File: config.mk
export PLATFORM = sky130hd
export DESIGN_NAME = irq_ctl_bank
export DESIGN_NICKNAME = d
export VERILOG_FILES = /design/src/rtl/irqc_pkg.sv /design/src/rtl/irqc_ctl_regs.sv /design/src/rtl/irqc_grp_decode.sv /design/src/rtl/irq_ctl_bank.sv
export SDC_FILE = /design/constraint.sdc
export NUM_CORES = 1
export LEC_CHECK = 0
export BUFFER_PORTS_ARGS = -buffer_cell sky130_fd_sc_hd__buf_2
export CORE_AREA = 2 2 44 66
export DETAILED_ROUTE_END_ITERATION = 8
export DIE_AREA = 0 0 46 68
export HOLD_SLACK_MARGIN = 0.06
export PLACE_DENSITY = 0.64
export SYNTH_ARGS = -nofsm -noshare
export SYNTH_HDL_FRONTEND = slang
export SYNTH_SLANG_ARGS = --single-unit
File: constraint.sdc
create_clock -name clk -period 1.2 [get_ports clk]
set_clock_uncertainty 0.15 [all_clocks]
set_input_delay 0.24 -clock clk [delete_from_list [all_inputs] [get_ports clk]]
set_output_delay 0.24 -clock clk [all_outputs]
set_load 0.005 [all_outputs]
File: src/rtl/irqc_pkg.sv
package irqc_pkg;
  localparam int CTL_W       = 8;
  localparam int B_EN_G0     = 0;
  localparam int B_EN_G1NS   = 1;
  localparam int B_EN_G1S    = 2;
  localparam int B_ROUTE_S   = 4;
  localparam int B_ROUTE_NS  = 5;
  localparam int B_SEC_OFF   = 6;

  typedef enum logic [1:0] {
    GRP_SEC0 = 2'd0,
    GRP_NS1  = 2'd1,
    GRP_SEC1 = 2'd2
  } irq_grp_e;

  typedef struct packed {
    logic sec_off;
    logic g1s;
    logic g1ns;
    logic g0;
  } ctl_state_t;
endpackage

File: src/rtl/irqc_ctl_regs.sv
module irqc_ctl_regs
  import irqc_pkg::*;
(
  input  logic             clk,
  input  logic             rst_n,
  input  logic             wr_en,
  input  logic             acc_secure,
  input  logic [CTL_W-1:0] wr_data,
  output logic [CTL_W-1:0] rd_data,
  output ctl_state_t       state
);

  ctl_state_t cur_q, nxt_d;

  // next-state: what a write would load, by view
  always_comb begin
    nxt_d = cur_q;
    if (cur_q.sec_off) begin
      nxt_d.g0   = wr_data[B_EN_G0];
      nxt_d.g1ns = wr_data[B_EN_G1NS];
    end else if (acc_secure) begin
      nxt_d.sec_off = wr_data[B_SEC_OFF];
      nxt_d.g1s     = wr_data[B_EN_G1S];
      nxt_d.g1ns    = wr_data[B_EN_G1NS];
      nxt_d.g0      = wr_data[B_EN_G0];
    end else begin
      nxt_d.g1ns = wr_data[B_EN_G1NS];
    end
  end

  always_ff @(posedge clk or negedge rst_n) begin
    if (!rst_n) begin
      cur_q <= '0;
    end else if (wr_en) begin
      cur_q <= nxt_d;
    end
  end

  // banked read view
  always_comb begin
    rd_data = '0;
    rd_data[B_ROUTE_S]  = 1'b1;
    rd_data[B_EN_G1NS]  = cur_q.g1ns;
    if (cur_q.sec_off) begin
      rd_data[B_SEC_OFF] = 1'b1;
      rd_data[B_EN_G0]   = cur_q.g0;
    end else if (acc_secure) begin
      rd_data[B_ROUTE_NS] = 1'b1;
      rd_data[B_EN_G1S]   = cur_q.g1s;
      rd_data[B_EN_G0]    = cur_q.g0;
    end
  end

  assign state = cur_q;

  AST_NS_WR_NARROW: assert property (@(posedge clk) disable iff (!rst_n)
    (wr_en && !acc_secure && !cur_q.sec_off) |=>
      (cur_q.g0 == $past(cur_q.g0)) && (cur_q.g1s == $past(cur_q.g1s)) &&
      !cur_q.sec_off && (cur_q.g1ns == $past(wr_data[B_EN_G1NS])));

  AST_SEC_WR_LOAD: assert property (@(posedge clk) disable iff (!rst_n)
    (wr_en && acc_secure && !cur_q.sec_off) |=>
      (cur_q.sec_off == $past(wr_data[B_SEC_OFF])) &&
      (cur_q.g1s == $past(wr_data[B_EN_G1S])) &&
      (cur_q.g0 == $past(wr_data[B_EN_G0])));

  AST_SECOFF_STICKY: assert property (@(posedge clk) disable iff (!rst_n)
    cur_q.sec_off |=> (cur_q.sec_off && $stable(cur_q.g1s)));

  AST_HOLD_IDLE: assert property (@(posedge clk) disable iff (!rst_n)
    !wr_en |=> $stable(cur_q));

  AST_NS_RD_MASK: assert property (@(posedge clk) disable iff (!rst_n)
    (!acc_secure && !cur_q.sec_off) |-> (rd_data[B_EN_G1S] == 1'b0) && (rd_data[B_EN_G0] == 1'b0)
      && rd_data[B_ROUTE_S]);

endmodule

File: src/rtl/irqc_grp_decode.sv
module irqc_grp_decode
  import irqc_pkg::*;
#(
  parameter int NUM_IRQ = 8
) (
  input  logic                 clk,
  input  logic                 rst_n,
  input  logic                 sec_off,
  input  logic [NUM_IRQ-1:0]   grp_bit,
  input  logic [NUM_IRQ-1:0]   mod_bit,
  output logic [2*NUM_IRQ-1:0] grp_code
);

  for (genvar i = 0; i < NUM_IRQ; i++) begin : g_irq
    irq_grp_e code;

    always_comb begin
      if (grp_bit[i]) begin
        code = GRP_NS1;
      end else if (!sec_off && mod_bit[i]) begin
        code = GRP_SEC1;
      end else begin
        code = GRP_SEC0;
      end
    end

    assign grp_code[2*i +: 2] = code;

    AST_NO_SEC1_WHEN_OFF: assert property (@(posedge clk) disable iff (!rst_n)
      sec_off |-> (grp_code[2*i +: 2] != 2'd2));

    AST_CODE_LEGAL: assert property (@(posedge clk) disable iff (!rst_n)
      grp_code[2*i +: 2] != 2'd3);
  end

endmodule

File: src/rtl/irq_ctl_bank.sv
module irq_ctl_bank
  import irqc_pkg::*;
#(
  parameter int NUM_IRQ = 8
) (
  input  logic                 clk,
  input  logic                 rst_n,
  input  logic                 reg_wr,
  input  logic                 reg_secure,
  input  logic [7:0]           reg_wdata,
  output logic [7:0]           reg_rdata,
  input  logic [NUM_IRQ-1:0]   irq_grp_bit,
  input  logic [NUM_IRQ-1:0]   irq_mod_bit,
  output logic [2*NUM_IRQ-1:0] irq_group,
  output logic [NUM_IRQ-1:0]   irq_grp_on,
  output logic                 sec_disabled,
  output logic                 grp0_on,
  output logic                 grp1ns_on,
  output logic                 grp1s_on
);

  ctl_state_t st;

  irqc_ctl_regs u_regs (
    .clk        (clk),
    .rst_n      (rst_n),
    .wr_en      (reg_wr),
    .acc_secure (reg_secure),
    .wr_data    (reg_wdata),
    .rd_data    (reg_rdata),
    .state      (st)
  );

  irqc_grp_decode #(.NUM_IRQ(NUM_IRQ)) u_dec (
    .clk      (clk),
    .rst_n    (rst_n),
    .sec_off  (st.sec_off),
    .grp_bit  (irq_grp_bit),
    .mod_bit  (irq_mod_bit),
    .grp_code (irq_group)
  );

  for (genvar i = 0; i < NUM_IRQ; i++) begin : g_en
    always_comb begin
      unique case (irq_group[2*i +: 2])
        GRP_SEC0: irq_grp_on[i] = st.g0;
        GRP_NS1:  irq_grp_on[i] = st.g1ns;
        GRP_SEC1: irq_grp_on[i] = st.g1s;
        default:  irq_grp_on[i] = 1'b0;
      endcase
    end
  end

  assign sec_disabled = st.sec_off;
  assign grp0_on      = st.g0;
  assign grp1ns_on    = st.g1ns;
  assign grp1s_on     = st.g1s;

  AST_EN_NEEDS_CTL: assert property (@(posedge clk) disable iff (!rst_n)
    (irq_grp_on != '0) |-> (grp0_on || grp1ns_on || grp1s_on));

endmodule

==> impl_metrics.csv <==
group,metric,value,unit
sta,finalWorstSetupSlack,-0.388,ns
outcome,status,"complete, but fails checks",
global_routing,grt.total_usage,13.4,%
global_routing,grt_overflow,0,
yosys,synth.largest_area_cell,"nor2b_1",
sta,max_freq,0.630,GHz
sta,final_hold_viol_count,0,
yosys,syn-cell-area,611,um^2
floorplan,coreArea,0.00259,mm^2
floorplan,rows,23,
final_layout,fin_cells,155,
route,drcViolationCount,0,
worst_setup_path,crit_type,"flip-flop to output port",
clock_network,cts_buffers,3,
route,ant_nets,0,
worst_setup_path,crit_fanout,11,
worst_setup_path,required,0.81,ns
sta,fin_crit,1.59,ns
flow_run,cap_violations,0,
final_layout,drive_gt1_share,75.4,%
global_routing,grt_max_degree,12,
pwr,power_density,782,mW/mm^2
route,vias_per_cell,4.85,
worst_setup_path,crit_path_start_kind,"flip-flop",
clock_network,cts_tree,"built",
yosys,ys_ff_latch,4,
pwr,power_leakage,0.547,nW
global_routing,grt_pass1_wl,3030,um
final_layout,n_antenna_cell,0,
yosys,yosys_warnings,0,
sta,post-route-period-util,132,%
route,drt_iter0_markers,5,
final_layout,fin_util,42.4,%
sta,setup_viol,27,
floorplan,start_util,23.6,%
clock_network,h-tree-depth,1,
floorplan,chipWidth,46,um
min_path,hold_path.class,"input pin to flip-flop",
worst_setup_path,arrival,1.20,ns
clock_network,clock-sinks,4,
global_routing,antenna_found_initial,0,
final_layout,stdcell_area,0.00110,mm^2
sta,whs,0.107,ns
worst_setup_path,crit_path_end_kind,"output port",
floorplan,top_level_ports,64,
route,dr_total_vias,751,
clock_network,cts-root-buf,"clkbuf_8",
yosys,synth_cells,73,
yosys,ys_seq_area_share,16.4,%
sta,rsz0062_at_grt,"true",
yosys,synth_flop_cell,"dfrtp_1",
pwr,total_power,858,uW
final_layout,syn2layout_area_growth,79.7,%
route,wirelength,1990,um
clock_network,clk_latency,0.22,ns
clock_network,cts.clk_slew.worst_paths,0.03,ns
place,port-buffer-count,56,
place,dp_hpwl,1440,um
yosys,synth_area_leaders,"nor2b_1, dfrtp_1, buf_4",
route,drt_pass1_iterations,2,
floorplan,die_y,68,um
pwr,ir_drop,0.588,mV
sta,drv_slew,0,
place,gp_congestion,0.780,
global_routing,grt_pass1_vias,725,
place,dpl-instance-area,885,um^2
clock_network,cts.path.max_buffers,2,
yosys,synth-async-reset-ratio,100,%
yosys,ys_types,19,
yosys,synth_edf_count,0,
outcome,violations,"negative setup slack",
yosys,synth_area_per_cell,8.36,um^2
place,placed_cells,146,
final_layout,fin_nets,160,
yosys,netlist.area_leader.share,17.4,%
route,avgRoutedWirePerCell,12.8,um
floorplan,dieArea,0.00313,mm^2
==> critical path: stages (launching register included) <==
cell      delay, ns
dfrtp_1        0.37
buf_6          0.15
nor2b_1        0.06
o311ai_1       0.24
buf_2          0.17
==> cells in the mapped netlist, types with 2 or more instances <==
library cell and instances:
conb_1 2, nor2b_1 17, nand2_1 8, buf_4 13, o311ai_1 8, nand4bb_1 8
dfrtp_1 4, nor2_1 2
==> state kept, by name, summed over array words and instances, names as in the netlist <==
name	flops
u_regs.state	3
u_regs.rd_data	1
==> cell families (layout without fill, tap and decap cells) <==
family / after synthesis / count (layout) / synth area share [%]
AO/OA/AOI/OAI: 10 / 10 / 13.7
flip-flops: 4 / 4 / 16.4
multiplexers: 3 / 3 / 6.15
AND/OR/NAND/NOR: 37 / 37 / 42.6
other: 2 / 3 / 1.23
buffers and inverters: 17 / 73 / 19.9
==> worst paths after layout <==
check | start | end | slack [ns] | cells past startpoint
min in group asynchronous | rst_n | u_regs.state[0]$_DFFE_PN0P_ | 0.21 | 2
max | u_regs.state[3]$_DFFE_PN0P_ | irq_grp_on[7] | -0.39 | 4
max reg2reg | u_regs.state[3]$_DFFE_PN0P_ | u_regs.state[2]$_DFFE_PN0P_ | -0.18 | 4
max in group asynchronous | rst_n | u_regs.rd_data[1]$_DFFE_PN0P_ | 0.55 | 2
min reg2reg | u_regs.state[0]$_DFFE_PN0P_ | u_regs.state[0]$_DFFE_PN0P_ | 0.50 | 2
min | reg_wdata[0] | u_regs.state[0]$_DFFE_PN0P_ | 0.11 | 2
==> power by group <==
part / switching (mW) / internal, mW
logic: 0.150 / 0.226
clock network: 0.0691 / 0.214
registers: 0.0419 / 0.158
total: 0.261 / 0.598
==> metal layers <==
| layer | up-vias | global-route usage, % | routed length [um] |
|---|---|---|---|
| li1 | 361 | - | - |
| met1 | 347 | 12.0 | 671 |
| met2 | 43 | 26.0 | 1160 |
| met3 | 0 | 3.17 | 154 |
| met4 | 0 | 6.43 | 0 |
| met5 | - | 0 | 0 |
==> cell type report <==
cell class                 instances  area [um^2]
multi-input combinational         53          480
sequential                         4          103
clock buffer                       3         41.3
inverter                           1         3.75
timing repair buffer              69          438
fill                             268         1490
tap                               25         31.3
==> placed cells by master (no fill, tap or decap), drive strengths merged <==
master,count
and2,1
clkbuf,3
buf,68
a31o,1
o21ai,1
o311ai,8
mux2,3
nand3b,1
nand4bb,8
inv,1
dfrtp,4
dlygate4sd3,1
nand2,8
nor2,2
nor2b,17
conb,3
==> timing repair <==
item | 4_1_cts | 5_1_grt
pin swaps | 0 | 1
hold buffers | 1 | 0
gates resized for setup | 23 | 10
endpoints found under the setup margin | 27 | 27
endpoints found under the hold margin | 4 | 0
setup buffers | 5 | 0
==> per-stage QoR <==
stage | TNS, ns | setup WS, ns
6_report | -7.49 | -0.388
5_1_grt | -8.84 | -0.444
4_1_cts | -7.75 | -0.385
3_5_place_dp | -2.47 | -0.168
3_3_place_gp | -1.93 | -0.133
2_1_floorplan | -0.679 | -0.0556
(Power assumes the default switching activity.)
